## src/rtl/bbu_pkg.sv

```systemverilog
package bbu_pkg;

  typedef enum logic [2:0] {
    OP_AND = 3'd0,
    OP_OR  = 3'd1,
    OP_XOR = 3'd2,
    OP_SET = 3'd3,
    OP_CLR = 3'd4,
    OP_NOT = 3'd5
  } bop_e;

  typedef enum logic [2:0] {
    SP_CY  = 3'd0,
    SP_DIR = 3'd1,
    SP_SFR = 3'd2,
    SP_ACC = 3'd3,
    SP_PSW = 3'd4,
    SP_IND = 3'd5
  } bsp_e;

  // carry lives in bit 0 of the status byte
  localparam int CY_POS = 0;

  function automatic logic is_logic(input bop_e o);
    return (o == OP_AND) || (o == OP_OR) || (o == OP_XOR);
  endfunction

  function automatic logic is_force(input bop_e o);
    return (o == OP_SET) || (o == OP_CLR);
  endfunction

  function automatic logic is_mem(input bsp_e s);
    return (s == SP_DIR) || (s == SP_SFR) || (s == SP_IND);
  endfunction

endpackage

```

## src/rtl/bbu_cost.sv

```systemverilog
module bbu_cost
  import bbu_pkg::*;
#(
  parameter int CNT_W = 4
) (
  input  bop_e             op,
  input  bsp_e             sp,
  input  logic             fast,
  output logic             legal,
  output logic [CNT_W-1:0] cycles,
  output logic [1:0]       ilen
);

  always_comb begin
    legal  = 1'b0;
    cycles = CNT_W'(2);
    ilen   = 2'd1;
    case (op)
      OP_AND, OP_OR, OP_XOR: begin
        legal = 1'b1;
        case (sp)
          SP_ACC: begin cycles = CNT_W'(4); ilen = 2'd2; end
          SP_DIR: begin cycles = fast ? CNT_W'(6) : CNT_W'(7); ilen = 2'd3; end
          SP_IND: begin cycles = fast ? CNT_W'(6) : CNT_W'(7); ilen = 2'd2; end
          SP_SFR: begin cycles = CNT_W'(7); ilen = 2'd3; end
          SP_PSW: begin cycles = CNT_W'(7); ilen = 2'd3; end
          default: legal = 1'b0;
        endcase
      end
      OP_SET, OP_CLR: begin
        legal = 1'b1;
        case (sp)
          SP_CY:  begin cycles = CNT_W'(2); ilen = 2'd1; end
          SP_ACC: begin cycles = CNT_W'(4); ilen = 2'd2; end
          SP_PSW: begin cycles = CNT_W'(6); ilen = 2'd2; end
          SP_SFR: begin cycles = CNT_W'(8); ilen = 2'd3; end
          SP_DIR: begin cycles = fast ? CNT_W'(4) : CNT_W'(6); ilen = 2'd2; end
          SP_IND: begin cycles = fast ? CNT_W'(6) : CNT_W'(8); ilen = 2'd2; end
          default: legal = 1'b0;
        endcase
      end
      OP_NOT: begin
        legal  = (sp == SP_CY);
        cycles = CNT_W'(2);
        ilen   = 2'd1;
      end
      default: legal = 1'b0;
    endcase
  end

endmodule

```

## src/rtl/bbu_seq.sv

```systemverilog
module bbu_seq #(
  parameter int CNT_W = 4
) (
  input  logic             clk,
  input  logic             rst,
  input  logic             go,
  input  logic [CNT_W-1:0] cycles,
  output logic             busy,
  output logic [CNT_W-1:0] ph,
  output logic             last
);

  logic [CNT_W-1:0] n_q;

  assign last = busy && (ph == n_q - 1'b1);

  always_ff @(posedge clk) begin
    if (rst) begin
      busy <= 1'b0;
      ph   <= '0;
      n_q  <= '0;
    end else if (go) begin
      busy <= 1'b1;
      ph   <= '0;
      n_q  <= cycles;
    end else if (busy) begin
      if (last) begin
        busy <= 1'b0;
        ph   <= '0;
      end else begin
        ph <= ph + 1'b1;
      end
    end
  end

  // busy holds until the counted end, and ends only there
  assert_hold_busy_R7: assert property (@(posedge clk) disable iff (rst)
    (busy && !last) |=> busy);
  assert_end_at_last_R7: assert property (@(posedge clk) disable iff (rst)
    $fell(busy) |-> $past(last));
  assert_phase_range_R7: assert property (@(posedge clk) disable iff (rst)
    busy |-> (ph < n_q));

endmodule

```

## src/rtl/bbu_alu.sv

```systemverilog
module bbu_alu
  import bbu_pkg::*;
#(
  parameter int DATA_W = 8,
  parameter int IDX_W  = $clog2(DATA_W)
) (
  input  bop_e              op,
  input  bsp_e              sp,
  input  logic [IDX_W-1:0]  idx,
  input  logic [DATA_W-1:0] acc,
  input  logic [DATA_W-1:0] psw,
  input  logic [DATA_W-1:0] mem,
  output logic              new_cy,
  output logic [DATA_W-1:0] new_byte
);

  logic [DATA_W-1:0] mask;
  logic [DATA_W-1:0] src;
  logic              bit_v;
  logic              cy;

  for (genvar g = 0; g < DATA_W; g++) begin : g_mask
    assign mask[g] = (idx == IDX_W'(g));
  end

  assign cy = psw[CY_POS];

  always_comb begin
    case (sp)
      SP_ACC:  src = acc;
      SP_PSW:  src = psw;
      SP_CY:   src = {{(DATA_W-1){1'b0}}, cy};
      default: src = mem;
    endcase
  end

  assign bit_v = |(src & mask);

  always_comb begin
    new_cy   = cy;
    new_byte = src;
    case (op)
      OP_AND: new_cy = cy & bit_v;
      OP_OR:  new_cy = cy | bit_v;
      OP_XOR: new_cy = cy ^ bit_v;
      OP_SET: begin
        new_byte = src | mask;
        new_cy   = (sp == SP_CY) ? 1'b1 : cy;
      end
      OP_CLR: begin
        new_byte = src & ~mask;
        new_cy   = (sp == SP_CY) ? 1'b0 : cy;
      end
      OP_NOT: new_cy = ~cy;
      default: new_cy = cy;
    endcase
  end

endmodule

```

## src/rtl/bitop_unit.sv

```systemverilog
module bitop_unit
  import bbu_pkg::*;
#(
  parameter int ADDR_W = 16,
  parameter int DATA_W = 8,
  parameter int CNT_W  = 4,
  localparam int IDX_W = $clog2(DATA_W)
) (
  input  logic              clk,
  input  logic              rst,
  input  logic              start,
  input  logic [2:0]        op,
  input  logic [2:0]        space,
  input  logic [IDX_W-1:0]  bit_sel,
  input  logic              fast_ram,
  input  logic [ADDR_W-1:0] addr,
  input  logic [DATA_W-1:0] acc_in,
  input  logic [DATA_W-1:0] psw_in,
  output logic              busy,
  output logic              done,
  output logic [1:0]        instr_len,
  output logic [ADDR_W-1:0] bus_addr,
  output logic              bus_rd,
  output logic              bus_wr,
  output logic [DATA_W-1:0] bus_wdata,
  input  logic [DATA_W-1:0] bus_rdata,
  output logic              acc_we,
  output logic [DATA_W-1:0] acc_wdata,
  output logic              psw_we,
  output logic [DATA_W-1:0] psw_wdata
);

  localparam logic [CNT_W-1:0] PH_RD  = CNT_W'(0);
  localparam logic [CNT_W-1:0] PH_CAP = CNT_W'(1);
  localparam logic [CNT_W-1:0] PH_WR  = CNT_W'(2);

  bop_e              op_in, op_q;
  bsp_e              sp_in, sp_q;
  logic [IDX_W-1:0]  idx_q;
  logic [ADDR_W-1:0] addr_q;
  logic [DATA_W-1:0] acc_q, psw_q, mem_q;
  logic              legal, go, last, new_cy;
  logic [CNT_W-1:0]  cyc, ph;
  logic [1:0]        len_c;
  logic [DATA_W-1:0] new_byte;

  assign op_in = bop_e'(op);
  assign sp_in = bsp_e'(space);

  bbu_cost #(.CNT_W(CNT_W)) u_cost (
    .op(op_in), .sp(sp_in), .fast(fast_ram),
    .legal(legal), .cycles(cyc), .ilen(len_c)
  );

  assign go = start && !busy && legal;

  bbu_seq #(.CNT_W(CNT_W)) u_seq (
    .clk(clk), .rst(rst), .go(go), .cycles(cyc),
    .busy(busy), .ph(ph), .last(last)
  );

  always_ff @(posedge clk) begin
    if (rst) begin
      op_q      <= OP_AND;
      sp_q      <= SP_CY;
      idx_q     <= '0;
      addr_q    <= '0;
      acc_q     <= '0;
      psw_q     <= '0;
      instr_len <= '0;
    end else if (go) begin
      op_q      <= op_in;
      sp_q      <= sp_in;
      idx_q     <= bit_sel;
      addr_q    <= addr;
      acc_q     <= acc_in;
      psw_q     <= psw_in;
      instr_len <= len_c;
    end
  end

  // read data arrives one cycle after the strobe
  always_ff @(posedge clk) begin
    if (rst)                      mem_q <= '0;
    else if (busy && ph == PH_CAP) mem_q <= bus_rdata;
  end

  bbu_alu #(.DATA_W(DATA_W), .IDX_W(IDX_W)) u_alu (
    .op(op_q), .sp(sp_q), .idx(idx_q),
    .acc(acc_q), .psw(psw_q), .mem(mem_q),
    .new_cy(new_cy), .new_byte(new_byte)
  );

  assign done      = last;
  assign bus_addr  = addr_q;
  assign bus_rd    = busy && is_mem(sp_q) && (ph == PH_RD);
  assign bus_wr    = busy && is_mem(sp_q) && is_force(op_q) && (ph == PH_WR);
  assign bus_wdata = new_byte;

  assign acc_we    = done && is_force(op_q) && (sp_q == SP_ACC);
  assign acc_wdata = new_byte;

  always_comb begin
    psw_we    = done && (is_logic(op_q) || (op_q == OP_NOT) ||
                         (sp_q == SP_CY) || (sp_q == SP_PSW));
    psw_wdata = psw_q;
    if (is_force(op_q) && sp_q == SP_PSW) psw_wdata = new_byte;
    else psw_wdata[CY_POS] = new_cy;
  end

  // done is one cycle and closes the busy window
  assert_done_pulse_R7: assert property (@(posedge clk) disable iff (rst)
    done |=> !done);
  assert_done_ends_R7: assert property (@(posedge clk) disable iff (rst)
    done |=> !busy);
  // a start in mid-instruction leaves the latched instruction alone
  assert_ignore_start_R8: assert property (@(posedge clk) disable iff (rst)
    (busy && start) |=> ($stable(instr_len) && $stable(bus_addr)));
  // illegal combinations never begin an instruction
  assert_illegal_idle_R9: assert property (@(posedge clk) disable iff (rst)
    (!busy && start && !legal) |=> !busy);
  // the write-back trails the read by two cycles, one read per op
  assert_wr_after_rd_R11: assert property (@(posedge clk) disable iff (rst)
    bus_wr |-> $past(bus_rd, 2));
  assert_single_rd_R11: assert property (@(posedge clk) disable iff (rst)
    bus_rd |=> !bus_rd);
  // register write-backs happen only as the instruction closes
  assert_we_closing_R2: assert property (@(posedge clk) disable iff (rst)
    (acc_we || psw_we) |=> !busy);

endmodule

```

## config.mk

```make
export PLATFORM = sky130hd
export DESIGN_NAME = bitop_unit
export DESIGN_NICKNAME = d
export VERILOG_FILES = /design/src/rtl/bbu_pkg.sv /design/src/rtl/bbu_cost.sv /design/src/rtl/bbu_seq.sv /design/src/rtl/bbu_alu.sv /design/src/rtl/bitop_unit.sv
export SDC_FILE = /design/constraint.sdc
export NUM_CORES = 1
export LEC_CHECK = 0
export BUFFER_PORTS_ARGS = -buffer_cell sky130_fd_sc_hd__buf_2
export CORE_MARGIN = 4
export CORE_UTILIZATION = 30
export DETAILED_ROUTE_END_ITERATION = 7
export PLACE_DENSITY = 0.59
export SYNTH_ARGS = -nofsm -noshare
export SYNTH_HDL_FRONTEND = slang
export SYNTH_SLANG_ARGS = --single-unit
```

## constraint.sdc

```tcl
create_clock -name clk -period 7.75 [get_ports clk]
set_input_delay 1.55 -clock clk [delete_from_list [all_inputs] [get_ports clk]]
set_output_delay 1.55 -clock clk [all_outputs]
set_load 0.05 [all_outputs]
```

### After elaboration in Yosys (flattened, before gate mapping)

Cells that the tools add are included.
W data, S select, Z words.

* register bits after elaboration: 60
* input bits: 53
* output and inout port bits: 48
* logic and storage cells: 112

* $add $sub $neg: 2
* equal/unequal tests: 30
* muxes and demuxes: 23
* bitwise logic cells: 8
* reductions and logical operators: 38

Operators by type and width (number)
* $eq A3 B3 Y1 const B: 12
* $eq A3 B2 Y1 const B: 10
* $pmux W8 S3: 1
* $pmux W4 S5: 1
* $and A8 B8 Y8: 2
* $pmux W8 S2: 1
* $eq A3 B1 Y1 const B: 5
* $logic_not A3 Y1: 5
* $logic_and A1 B1 Y1: 12
* $pmux W2 S2: 3
* $pmux W4 S3: 1
* $reduce_or A2 Y1: 5
* $mux W1: 9
* $logic_or A1 B1 Y1: 8
* $mux W4: 2
* $not A8 Y8: 1
* $or A8 B8 Y8: 1
* $pmux W4 S2: 1
* $reduce_or A8 Y1: 1
* $mux W7: 1
* $pmux W1 S6: 1
* $reduce_or A3 Y1: 2
* $reduce_or A6 Y1: 1
* $reduce_or A5 Y1: 1
* other kinds (14): 14

### Depth between registers and ports, before layout

Gate-level depths: netlist of run 1.

* depth after elaboration: 7
* mapped depth: 15
* gate-level depth less buffers: 13

### Modules after synthesis

Synthesis of run 1 repeated with hierarchy kept, for this count alone.

* cell total of the unflattened synthesis: 493
* area, all modules: 3711.1 µm²

By module, submodules not included
* bitop_unit: times used 1, cells an instance 299, area an instance 2309.7 µm², sequential area each 1021.0 µm²
* bbu_alu: times used 1, cells an instance 108, area an instance 688.2 µm², sequential area each 0.0 µm²
* bbu_seq: times used 1, cells an instance 49, area an instance 471.7 µm², sequential area each 180.2 µm²
* bbu_cost: times used 1, cells an instance 37, area an instance 241.5 µm², sequential area each 0.0 µm²

### Worst setup path after synthesis of run 1

No wires, ideal clock.

* kind: register -> output
* start: register sp_q[2]
* end: output port psw_wdata[0]
* data arrival time: 3162 ps
* data required time: 6200 ps
* slack: 3038 ps
* cell stages (with the launch flop): 16
* buffers on the path: 2
* path through: dfxtp_1 buf_4 and3b_1 buf_6 a22o_1 o221ai_1 a21oi_1 nor4_2 inv_1 ha_1 nor2b_1 o21ai_0 o211ai_1 nor2b_1 o2bb2a_1 a211oi_2

* cells in the longest elaborated chain, start to end: 7
* elaborated cells on any way between the ends: 17
* classes of those cells: eq/ne (2); mux (6); bitwise (6); reduce/logical (3)

RTL lines
* start, declared: line bitop_unit.sv:38 `bsp_e sp_in, sp_q;`
* start signal, assigned: line bitop_unit.sv:73 `sp_q <= sp_in;`
* $eq A3 B3 Y1, or another cell as far along: line bbu_alu.sv:29, bitop_unit.sv:107
* $pmux W8 S3: line bbu_alu.sv:29 `case (sp)`
* $and A8 B8 Y8: line bbu_alu.sv:37 `assign bit_v = |(src & mask);`
* $reduce_or A8 Y1: line bbu_alu.sv:37
* $xor A1 B1 Y1, or another cell as far along: line bbu_alu.sv:45 `OP_XOR: new_cy = cy ^ bit_v;`
* $pmux W1 S6: line bbu_alu.sv:42 `case (op)`
* $mux W1 *: line bitop_unit.sv:107 `if (is_force(op_q) && sp_q == SP_PSW) psw_wdata = new_byte;`
* end, declared: line bitop_unit.sv:30 `output logic [DATA_W-1:0] psw_wdata`

Every way passes the cells marked *; elsewhere a longest branch is shown, timed or not.

### Worst setup path in the final report of run 1

* start: register sp_q[0]
* end: output port psw_wdata[0]

Same word-level chain as after synthesis.

==> results of run 1 <==
==> routing by layer <==
| layer | vias to the layer above | global-route usage | wire, microns |
|---|---|---|---|
| li1 | 1633 | - | - |
| met3 | 9 | 0.0365 | 681 |
| met4 | 0 | 0.0528 | 123 |
| met2 | 105 | 0.227 | 4550 |
| met5 | - | 0 | 0 |
| met1 | 1510 | 0.197 | 4430 |
==> worst max-delay path, cell delays in order, from the launching register on <==
cell,delay [ps]
sky130_fd_sc_hd__dfxtp_1,710
sky130_fd_sc_hd__xor2_2,270
sky130_fd_sc_hd__a22o_1,300
sky130_fd_sc_hd__o221ai_1,200
sky130_fd_sc_hd__a21oi_1,120
sky130_fd_sc_hd__nor4_2,470
sky130_fd_sc_hd__inv_1,80
sky130_fd_sc_hd__ha_1,280
sky130_fd_sc_hd__nor2b_1,130
sky130_fd_sc_hd__o21ai_0,90
sky130_fd_sc_hd__o211ai_1,180
sky130_fd_sc_hd__nor2b_1,70
sky130_fd_sc_hd__o2bb2a_1,310
sky130_fd_sc_hd__a211oi_2,140
sky130_fd_sc_hd__buf_2,290
==> final cells by class <==
class                   instances  area (sq um)  area share
inverters                      14          52.6      0.0122
multi-input cells             308          2100       0.486
well taps                     143           179      0.0414
clock inverters                 5          27.5     0.00638
clock buffers                  11           243      0.0562
repair buffers                102           515       0.119
flip-flops and latches         60          1200       0.278
==> per-stage QoR <==
| stage | total power [mW] | cells | area [sq um] | hold slack, ps | worst slack, ps |
|---|---|---|---|---|---|
| floorplan | 0.440 | 420 | 3560 | 443 | 3040 |
| global placement | 0.474 | 627 | 4050 | 444 | 2690 |
| detailed placement | 0.477 | 627 | 4050 | 444 | 2540 |
| CTS | 0.846 | 643 | 4320 | 459 | 2190 |
| global route | 0.878 | 643 | 4320 | 507 | 1860 |
| finish | 0.833 | 643 | 4320 | 457 | 2210 |
==> cells in the final DEF, fill, tap and decap left out, types with 4 or more instances in the layout <==
cell type / n
sky130_fd_sc_hd__buf_2: 100
sky130_fd_sc_hd__mux2_2: 7
sky130_fd_sc_hd__nor2_1: 69
sky130_fd_sc_hd__xor2_1: 6
sky130_fd_sc_hd__a22o_1: 8
sky130_fd_sc_hd__ha_1: 6
sky130_fd_sc_hd__nand3_1: 11
sky130_fd_sc_hd__o21ai_0: 10
sky130_fd_sc_hd__nor3_1: 5
sky130_fd_sc_hd__inv_1: 14
sky130_fd_sc_hd__nor2b_1: 5
sky130_fd_sc_hd__mux2i_1: 55
sky130_fd_sc_hd__dfxtp_1: 60
sky130_fd_sc_hd__clkbuf_16: 9
sky130_fd_sc_hd__a21oi_1: 22
sky130_fd_sc_hd__a31oi_1: 6
sky130_fd_sc_hd__o21a_1: 4
sky130_fd_sc_hd__clkinv_2: 4
sky130_fd_sc_hd__o211ai_1: 4
sky130_fd_sc_hd__nand2_1: 23
sky130_fd_sc_hd__and3_1: 7
sky130_fd_sc_hd__a2bb2oi_1: 4
==> state kept, by name, summed over array words and instances (netlist names), 2 cells and up <==
signal,count
bus_addr,16
acc_q,8
mem_q,8
psw_q,8
u_seq.n_q,4
u_seq.ph,4
idx_q,3
op_q,3
sp_q,3
instr_len,2
==> how the worst max path moves through the flow <==
stage / start / end
2_1_floorplan: sp_q[2]$_SDFFE_PP0P_ / psw_wdata[0]
3_3_place_gp: sp_q[0]$_SDFFE_PP0P_ / psw_wdata[0]
3_5_place_dp: sp_q[0]$_SDFFE_PP0P_ / psw_wdata[0]
4_1_cts: sp_q[0]$_SDFFE_PP0P_ / psw_wdata[0]
5_1_grt: sp_q[0]$_SDFFE_PP0P_ / psw_wdata[0]
6_report: sp_q[0]$_SDFFE_PP0P_ / psw_wdata[0]
==> logic make-up (layout without fill, tap and decap cells) <==
kind of cell | Yosys count | in the layout
adder cells (fa/ha/maj) | 6 | 6
flip-flops | 60 | 60
AND/OR/NAND/NOR | 150 | 150
buffers and inverters | 52 | 132
XOR/XNOR | 10 | 10
AO/OA/AOI/OAI | 80 | 80
multiplexers | 62 | 62
==> power by group through the flow <==
stage	sequential (mW)	combinational [mW]	clock [mW]
after global routing	0.342	0.144	0.393
after floorplan	0.353	0.0864	0
final	0.339	0.130	0.363
after global placement	0.345	0.129	0
after CTS	0.339	0.132	0.375
after detailed placement	0.346	0.131	0
==> impl.org, run 1 <==
** Detailed routing
- Final antenna-violating net count :: 0
- Vias per cell :: 5.07
- Wire length after detailed routing :: 9.78 mm
- Before antenna repair, the detailed router went through 4 iterations.
- For this run, design rule violations remaining after detail routing come to 0.
- Dividing the detail-routed wire length by the instance count gives 15.2 microns.
- The first routing iteration left 134 violations.
- The final route contains 3257 vias.

** Place
- The congestion estimate from routability-driven global placement came to 0.830.
- Detailed placement ended at an HPWL of 7.30 mm.
- I/O Buffers :: 100

** CTS
- The H-tree was split into 3 levels.
- CTS tree :: yes
- Post-CTS setup buffers :: 0
- Clock tree synthesis inserted a total of 9 buffers.
- After clock tree synthesis, the clock-pin slew on the worst setup and hold paths is 50 ps.
- Post-cts hold buffer count :: 0
- Skew-Pair Late Insertion Delay :: 330 ps
- In this run, post-CTS repair resized a total of 0 instances.
- The clock drives 60 sinks.
- The cell sitting at the root of the clock tree is a sky130_fd_sc_hd__clkbuf_16.
- Number of buffers on the longest clock path :: 2

** Cells and area
- Once layout is complete, the utilization of the core stands at 0.375.
- Relative to the synthesized area, the layout overhead comes to 21.2%.
- Total number of nets in the final design :: 554
- Fill cells in the final layout number 1185.
- Antenna diode count :: 0
- Fraction of final layout cells sized beyond drive strength 1 :: 0.266

** Yosys
- Proportion of synthesized flip-flops having asynchronous set or reset :: 0
- By count the netlist is led by sky130_fd_sc_hd__nor2_1 (69), sky130_fd_sc_hd__dfxtp_1 (60), sky130_fd_sc_hd__mux2i_1 (55).
- After synthesis, the largest family of logic cells by area is simple AND/OR/NAND/NOR gates.
- Of the total synthesized cell area, the portion taken by full adders, half adders and majority gates is 0.0211.
- The number of nets in the synthesized netlist is 479.
- Synthesized instance count :: 420
- After synthesis the netlist holds a flip-flop and latch count of 60.
- Leading cell type by number of instances after synthesis :: sky130_fd_sc_hd__nor2_1
- Sorting the synthesized cells by area gives the leading types as sky130_fd_sc_hd__dfxtp_1 (34%), sky130_fd_sc_hd__mux2i_1 (15%), sky130_fd_sc_hd__nor2_1 (7.3%).
- For this run, the register share of the synthesized area comes to 0.337.
- Cell area after synthesis :: 0.00356 sq mm
- Share of the synthesized area in compound gates (AO/OA/AOI/OAI) :: 0.155
- Post-Synth Simple-Gate Area :: 0.205
- Mean Syn Cell Area :: 8.48 sq um
- Number of enable-type register cells in the synthesized netlist :: 0
- Among all flip-flop cells after synthesis, the most frequent one is sky130_fd_sc_hd__dfxtp_1.
- The share of synthesized area in the top cell type comes to 0.337.
- Synth Warn # :: 0
- Dominant cell type by area after synthesis :: sky130_fd_sc_hd__dfxtp_1
- The portion of synthesized area spent on multiplexers is 0.177.
- Yosys mapped the design onto 59 distinct sky130hd cell types.
- Xor/xnor share of the synthesized area :: 0.0267

** Global route
- Initial antenna violation count :: 0
- The total overflow left after global routing is 0.
- First-pass GRT wire length :: 15.6 mm
- Vias in the first global route :: 3000
- Maximum number of pins on one net before global-route repair :: 60
- Total track usage :: 0.146

** Timing
- Worst-margin pin slew :: 1070 ps
- Final max-slew violation count :: 0
- The count of endpoints failing hold in the final timing report came to 0.
- Total Negative Setup Slacks :: 0 ps
- The worst pin sits at a relative slew slack of 0.286.
- Setup violations remaining at the end of the flow were counted as 0.
- Fin crit period :: 5540 ps
- Ratio of final minimum period to clock period :: 0.715
- Setup repair after global routing left no endpoint under its margin.
- For this run, the top clock speed supported by timing is 0.180 GHz.
- Worst setup skew after layout :: 3.52 ps

** Floorplan
- Placement row count :: 39
- Area of the die :: 0.0137 sq mm
- From left edge to right edge, the die measures 117 microns.
- The core region is 0.0115 sq mm.
- Ports placed on the boundary :: 101
- Vert. Die Dim :: 117 microns
- The initial utilization of the core area, before any placement, comes to 0.309.

** Power and ir drop
- Of the total power, the share spent switching nets is 0.288.
- Internal power comes to 0.593 mW.
- For this design the static power due to leakage is 2.09 nW.
- VDD sags by at most 0.109 mV.
- Switching component of the power :: 0.240 mW
- Of the total power, registers draw 0.407.
- Logic pwr share :: 0.156
- Share of total power in the clock network :: 0.436
- Power density of the placed cells :: 193 mW/mm^2

** Worst hold path
- For hold timing, the worst endpoint is instr_len[1]$_SDFFE_PP0P_.
- The worst hold path begins at instr_len[1]$_SDFFE_PP0P_.
- Hold Crit Class :: reg2reg
- Hold Path Cell Cnt :: 2

** Critical path
- The worst setup path is of the reg2out kind.
- STA classifies the critical path endpoint as a primary output.
- In this run the critical register-to-register path is captured at u_seq.n_q[3]$_SDFFE_PP0P_.
- Launching point of the worst reg2reg path :: u_seq.busy$_SDFF_PP0_
- Of all nets on the critical path, the largest fanout is 17.
- Data arrives at the worst endpoint at 3990 ps.
- Required time at the endpoint of the critical path :: 6200 ps
- CP Launch Type :: flip-flop
- Counting cells, the worst reg-to-reg path comes to 6.
- R2R setup slack :: 5580 ps

** Status
- The flow ran to the end, and the final reports show no timing, DRC or antenna violations.

** Run
- The tool flagged a number of max-cap violations equal to 0.
No activity file was read; power rests on OpenSTA's default activity.
==> inputs of run 2 (changes only) <==
Clock period 7.75 ns to 5.5 ns, I/O delays scaled along.
==> run 2 against run 1 <==
Net effect:
- first-iteration DRC count increased by 30%
- via count decreased by 0.80%
- worst hold slack got worse by 1.1 ps
- largest power group unchanged
==> impl.org, run 2 (same netlist as run 1, synthesis figures left out) <==
** Floorplan
- Placement row count :: 39
- Area of the die :: 0.0137 sq mm
- In this run the vertical extent of the chip is 117 microns.
- For this configuration, the core starts out at a cell density of 0.309.
- Area of the core :: 0.0115 sq mm
- Ports placed on the boundary :: 101
- The die is 117 microns wide.

** Cells and area
- After filler insertion, the fill cell instance count of the layout stands at 1193.
- Fraction of final layout cells sized beyond drive strength 1 :: 0.264
- At the end of the flow, the number of nets in the layout was 554.
- Summing all multi-input logic gate instances after layout gives 0.00210 sq mm.
- Once layout is complete, the utilization of the core stands at 0.380.
- Antenna diode count :: 0
- Commonest non-fill, non-tap cell in the layout :: sky130_fd_sc_hd__buf_2
- P&R area growth vs syn :: 23.0%
- The register with the most flip-flops in the layout has 16 of them.
- Post-route cell area :: 0.00438 sq mm
- Register area :: 0.00120 sq mm
- In the layout the commonest cells are sky130_fd_sc_hd__buf_2 (100), sky130_fd_sc_hd__nor2_1 (69), sky130_fd_sc_hd__dfxtp_1 (60).

** Run
- Max-cap check violation count :: 0

** Critical path
- Max stage delay on crit path :: 720 ps
- STA puts the critical path data required time at 4400 ps.
- For this design, the slowest cell found on the critical path is sky130_fd_sc_hd__dfxtp_1.
- Together, buffers and inverters on the worst path number 2.
- Setup Crit Path Kind :: reg2out
- In this run the worst path has a maximum fanout of 17.
- In this run the register-to-register setup slack is 3320 ps.
- Arrival time at the worst endpoint :: 3990 ps
- The worst setup path is captured at a primary output.
- The critical path goes through nor2_1, a22o_1, a22o_1, a311o_1, nor4_2, inv_1, ha_1, nor2b_1, o21ai_0, o211ai_1, nor2b_1, o2bb2a_1, a211oi_2, buf_2.
- Family with the most delay on the worst path :: compound AO/OA/AOI/OAI gates
- STA classifies the critical path startpoint as a flip-flop.

** Timing
- Final hold violations :: 0
- Highest attainable clock frequency :: 0.196 GHz
- Final max-slew violation count :: 0
- Total Negative Setup Slacks :: 0 ps
- Setup violators final :: 0
- Worst-margin pin slew :: 1060 ps
- Fin crit period :: 5090 ps
- On the final layout, the worst clock skew is 5.61 ps.
- Setup repair after global routing left no endpoint under its margin.
- In the finished design, the share of the clock period the worst path needs comes to 0.926.
- Measured against its own limit, the worst slew margin works out to 0.291.

** CTS
- The root buffer cell chosen for the clock tree is sky130_fd_sc_hd__clkbuf_16.
- Clock-pin slew was measured on the worst setup and hold paths at 50 ps.
- Post-CTS setup buffers :: 0
- Quantity of gates resized following cts :: 0
- The clock net in this run drives a total of 60 sinks.
- Counting along the longest clock path gives a buffer depth of 2.
- CTS buffer count :: 9
- The clock tree synthesis step divided the H-tree into 3 levels.
- Post-cts hold buffer count :: 0
- Skew-Pair Late Insertion Delay :: 330 ps
- TritonCTS built the clock tree.

** Place
- In this run the cell area measured after placement is 0.00405 sq mm.
- Global placement routability congestion :: 0.829
- I/O Buffers :: 100
- Post-detailed-placement half-perimeter wirelength :: 7.28 mm

** Power and ir drop
- Switching component of the power :: 0.333 mW
- The share of total power dissipated in combinational logic is 0.141.
- The internal portion of the total power is 0.964 mW.
- The share of total power dissipated in the clock network is 0.490.
- The worst-case IR drop observed on VDD is 0.125 mV.
- Net switching share of the total power :: 0.257
- The share of total power dissipated in sequential elements is 0.369.
- Power density of the placed cells :: 296 mW/mm^2
- Lkg Pwr :: 2.12 nW

** Global route
- Maximum number of pins on one net before global-route repair :: 60
- The total overflow left after global routing is 0.
- The initial antenna violation count came to 0.
- The number of global-route vias before repair came to 2972.
- In the global route stage, overall resource usage came out at 0.143.
- First-pass GRT wire length :: 15.3 mm

** Detailed routing
- The routed layout has 3231 vias.
- Residual DRC :: 0
- Final antenna-violating net count :: 0
- Starting DRT DRC Count :: 174
- Wire length per cell after detailed routing :: 15.0 microns
- After detailed routing, the total wire length is 9.67 mm.
- 1st-pass router iterations :: 5
- Vias per cell :: 5.02

** Worst hold path
- Hold Crit Class :: reg2reg

** Status
- The flow ran to the end, and the final reports show no timing, DRC or antenna violations.
[run 2: cell type report]
type | count | area share
multi-input combinational | 308 | 0.479
clock buffer | 11 | 0.0531
clock inverter | 5 | 0.0229
inverter | 14 | 0.0120
sequential | 60 | 0.274
timing repair buffer | 102 | 0.118
tap | 143 | 0.0409
[run 2: path summary, 6_finish.rpt]
path                             start                        end  cells after the start
min reg2reg  instr_len[1]$_SDFFE_PP0P_  instr_len[1]$_SDFFE_PP0P_                      2
max reg2reg      u_seq.busy$_SDFF_PP0_  bus_addr[15]$_SDFFE_PP0P_                      6
max               sp_q[0]$_SDFFE_PP0P_               psw_wdata[0]                     14
min          instr_len[1]$_SDFFE_PP0P_  instr_len[1]$_SDFFE_PP0P_                      2
[run 2: power groups by stage]
stage / Sequential [mW] / Clock (mW) / Combinational, mW
final: 0.478 / 0.635 / 0.183
after global routing: 0.482 / 0.667 / 0.202
after CTS: 0.478 / 0.648 / 0.186
after detailed placement: 0.487 / 0 / 0.185
after global placement: 0.486 / 0 / 0.182
after floorplan: 0.498 / 0 / 0.122
[run 2: routing by layer]
layer	share of wire	track usage	vias to the layer above
met3	0.068	0.0267	9
met1	0.45	0.192	1482
met5	0	0	-
li1	-	-	1631
met2	0.47	0.227	109
met4	0.017	0.0596	0
[run 2: worst min-delay path, delay by kind of cell, from the launching register on]
family | cells | cell delay, ps
AO/OA/AOI/OAI | 1 | 50
flip-flops | 1 | 310
AND/OR/NAND/NOR | 1 | 50
[run 2: per-stage QoR]
step,cells,power (mW),worst slack (ps),hold WS (ps)
floorplan,420,0.619,1240,443
global placement,627,0.668,888,444
detailed placement,627,0.672,725,447
CTS,643,1.31,379,458
global route,643,1.35,118,486
finish,643,1.30,405,456
==> inputs of run 3 (changes only) <==
Settings changed: ABC_AREA set to 1, MAX_ROUTING_LAYER set to met4, PLACE_DENSITY 0.59 to 0.6.
==> run 3 against run 2 <==
Net effect:
- die area decreased by 9.5%
- via count increased by 0.37%
- sequential share of layout area is 3.0 points higher
- routed wire length is 7.1% lower
- final cell count rose by 5.8%
- maximum frequency increased by 34%
- global-route usage is 0.43 points higher
- clock power shrank 27%
- flip-flop and latch count stayed put
- largest cell class unchanged
==> impl.org, run 3 <==
** Status
- Status :: complete, no violations

** Cells and area
- Once layout is done, the placed cells without fillers occupy 0.00395 sq mm.
- Of the cells placed in the final design, the portion with a size suffix greater than 1 is 0.268.
- Highest-count cells in the layout ignoring fill and taps :: sky130_fd_sc_hd__buf_2 (100), sky130_fd_sc_hd__nor2_1 (79), sky130_fd_sc_hd__o21ai_0 (70)
- The register with the most flip-flops in the layout has 16 of them.
- In the final design database the tool counted 598 nets.
- The sequential cells in the finished layout cover a total of 0.00120 sq mm.
- Total area of multi-input combinational cells :: 0.00167 sq mm
- Commonest non-fill, non-tap cell in the layout :: sky130_fd_sc_hd__buf_2
- Relative to the synthesized area, the layout overhead comes to 23.6%.
- The filler cells instantiated in the layout total 1150.
- 0 antenna diodes ended up in the layout.

** Timing
- In this run the tightest slew margin relative to its limit is 0.330.
- Setup violations remaining at the end of the flow were counted as 0.
- In the finished design, the share of the clock period the worst path needs comes to 0.694.
- On the final layout, the worst clock skew is 11.9 ps.
- Setup repair after global routing missed its margin :: no
- Based on the critical path, the design can be clocked at up to 0.262 GHz.
- The routed design could run at a clock period as short as 3820 ps.
- The number of slew-limit violations in the final report came to 0.
- Worst-margin pin slew :: 1000 ps
- Total Negative Setup Slacks :: 0 ps
- Final hold violations :: 0

** CTS
- Skew-Pair Late Insertion Delay :: 320 ps
- Once the clock tree was built, the resizer swapped 0 gates to a different size.
- Htree depth :: 3
- CTS tree :: yes
- CTS buffer count :: 9
- The number of setup buffers added after CTS is 0.
- Master cell of the clock root buffer :: sky130_fd_sc_hd__clkbuf_8
- Clock tree synthesis found a total of 60 sinks.
- Clock-pin slew reported for the worst setup and hold paths after clock tree synthesis :: 70 ps
- After clock tree synthesis, the flow added hold-fix buffers numbering 0.
- Counting along the longest clock path gives a buffer depth of 2.

** Power and ir drop
- The share of total power dissipated in sequential elements is 0.410.
- Worst vdd ir :: 0.133 mV
- Lkg Pwr :: 1.80 nW
- P_int :: 0.820 mW
- Of the total power, the clock network draws 0.393.
- Of the total power, the share spent switching nets is 0.303.
- In this run the power spent charging and discharging nets is 0.356 mW.
- Logic pwr share :: 0.197
- Overall power consumption after layout is estimated at 1.18 mW.
- Power density of the placed cells :: 298 mW/mm^2

** Yosys
- Area fraction of the dominant cell type after synthesis :: 0.376
- By instance count, the leading cell after synthesis is sky130_fd_sc_hd__nor2_1.
- Unique cell type count in the Yosys netlist :: 39
- For this run, asynchronously set or reset flops after synthesis account for 0.
- Top cells by instance count after synthesis :: sky130_fd_sc_hd__nor2_1 (79), sky130_fd_sc_hd__o21ai_0 (70), sky130_fd_sc_hd__dfxtp_1 (60)
- By area the synthesized netlist is led by sky130_fd_sc_hd__dfxtp_1 (38%), sky130_fd_sc_hd__o21ai_0 (11%), sky130_fd_sc_hd__nor2_1 (9.3%).
- The cell area that synthesis handed to floorplanning was 0.00320 sq mm.
- For this run, the register share of the synthesized area comes to 0.376.
- Each instance of the synthesized netlist takes up on average 7.04 sq um.
- In the synthesized netlist the dominant register cell turns out to be sky130_fd_sc_hd__dfxtp_1.
- The Yosys step of the flow raised 0 warnings.
- When the netlist entered floorplanning its net count stood at 513.
- Number of enable-type register cells in the synthesized netlist :: 0
- Synthesis handed over a netlist of 454 instances.
- The synthesized design spends more area on one cell type than any other, namely sky130_fd_sc_hd__dfxtp_1.
- After synthesis the netlist holds a flip-flop and latch count of 60.

** Critical path
- In this design, the critical path's most frequently occurring cell is sky130_fd_sc_hd__nand2_1.
- Arrival time at the worst endpoint :: 2720 ps
- Maximum net fanout on the critical path :: 10
- Required time at the endpoint of the critical path :: 4400 ps
- Family with the most delay on the worst path :: simple AND/OR/NAND/NOR gates
- Max stage delay on crit path :: 610 ps
- For this design, the slowest cell found on the critical path is sky130_fd_sc_hd__dfxtp_1.
- The worst setup path is of the reg2out kind.
- The worst setup path is captured at a primary output.
- The critical path goes through inv_2, nand3_4, nand3_2, nand3_1, nand2_1, nor2_1, nand2_1, ha_1, nor2_1, o31ai_1, nor2_1, nand2_1, nand2_1, nand2_1, buf_2.
- The worst setup path is launched from a flip-flop.
- Worst path buffer plus inverter count :: 2

** Global route
- The first global-routing pass estimated 15.0 mm of wire.
- Entering global routing, the biggest net connects 63 pins.
- The initial antenna violation count was 0.
- Across every metal layer, demand over resource in global routing totals 0.148.
- Vias in the first global route :: 3212
- Global routing finished with a remaining overflow of 0.

** Floorplan
- In this run the vertical extent of the chip is 111 microns.
- The die is 111 microns wide.
- After floorplanning, the core was divided into 37 placement rows.
- Area of the die :: 0.0124 sq mm
- Initial cell density of the core :: 0.308
- Area of the core :: 0.0104 sq mm
- 101 I/O pins were placed.

** Detailed routing
- 1st-pass router iterations :: 4
- In the routed layout, each cell is associated on average with a via count of 4.77.
- The detail route stage leaves a number of antenna-violating nets equal to 0.
- Total via count after detailed routing :: 3243
- Wire length after detailed routing :: 8.99 mm
- Wire length per cell after detailed routing :: 13.2 microns
- In the routed design, unresolved DRC markers number 0.
- The first routing iteration left 113 violations.

** Place
- The congestion estimate from routability-driven global placement came to 0.849.
- Once placement finished, the instance area stood at 0.00371 sq mm.
- The count of buffers added on input and output ports is 100.
- Detailed placement finished with a half-perimeter wire length of 6.73 mm.

** Run
- Max-cap check violation count :: 0

** Worst hold path
- The tightest min-delay check is of the reg2reg type.
## run 3: changes by cell type in the layout (fill, tap and decap cells not counted), moves of 8 or more
cell,previous run,this run
sky130_fd_sc_hd__o21ai_0,10,70
sky130_fd_sc_hd__mux2i_1,55,0
sky130_fd_sc_hd__nand2_1,23,53
sky130_fd_sc_hd__inv_1,14,36
sky130_fd_sc_hd__nand3_1,11,28
sky130_fd_sc_hd__clkbuf_8,0,12
sky130_fd_sc_hd__nor3_1,5,17
sky130_fd_sc_hd__nor2_1,69,79
sky130_fd_sc_hd__clkbuf_16,9,0
sky130_fd_sc_hd__a22o_1,8,0
## run 3: kinds of logic (layout without fill, tap and decap cells)
| group | after synthesis | in the layout | synth area share |
|---|---|---|---|
| compound gates | 110 | 110 | 0.186 |
| xor+xnor | 7 | 7 | 0.0192 |
| fa+ha+maj | 6 | 6 | 0.0235 |
| buf+inv | 70 | 160 | 0.101 |
| flops | 60 | 60 | 0.376 |
| mux | 7 | 7 | 0.0247 |
| simple gates | 194 | 194 | 0.270 |
## run 3: path summary, 6_finish.rpt
path	startpoint	end	slack (ps)	depth (start not counted)
hold / removal	mem_q[3]$_SDFFE_PP0P_	mem_q[3]$_SDFFE_PP0P_	450	2
setup / recovery	sp_q[2]$_SDFFE_PP0P_	psw_wdata[0]	1680	15
setup reg to reg	u_seq.busy$_SDFF_PP0_	u_seq.n_q[2]$_SDFFE_PP0P_	3040	6
hold reg to reg	mem_q[3]$_SDFFE_PP0P_	mem_q[3]$_SDFFE_PP0P_	450	2
## run 3: tightest hold or removal path: cells and delay by family (launching register included)
kind / cells / cell delay (ps)
compound gates: 1 / 50
buf+inv: 1 / 50
flops: 1 / 310
## run 3: layer usage
layer / routed length, microns / up-vias / GRT usage
met4: 107 / 0 / 0.0503
met2: 4040 / 98 / 0.225
li1: - / 1664 / -
met1: 4250 / 1473 / 0.192
met5: 0 / - / -
met3: 588 / 8 / 0.0355
## run 3: layout make-up
cell class                 instances  share of cell area
clock buffer                      13              0.0427
inverter                          43              0.0408
tap                              136              0.0431
sequential                        60               0.304
multi-input combinational        324               0.424
clock inverter                     3              0.0171
timing repair buffer             101               0.129
## run 3: through the flow
| step | setup slack (ps) | utilization | hold slack [ps] | cells |
|---|---|---|---|---|
| final | 1680 | 0.381 | 451 | 680 |
| after global routing | 1420 | 0.381 | 467 | 680 |
| after CTS | 1690 | 0.381 | 450 | 680 |
| after detailed placement | 1860 | 0.358 | 439 | 664 |
| after global placement | 2020 | 0.358 | 434 | 664 |
| after floorplan | 1890 | - | 424 | 454 |
## run 3: power groups by stage
stage               Sequential (mW)  Combinational [mW]  Clock, mW
floorplan                     0.517               0.147          0
global placement              0.491               0.229          0
detailed placement            0.492               0.232          0
CTS                           0.482               0.233      0.473
global route                  0.486               0.256      0.493
finish                        0.482               0.231      0.462
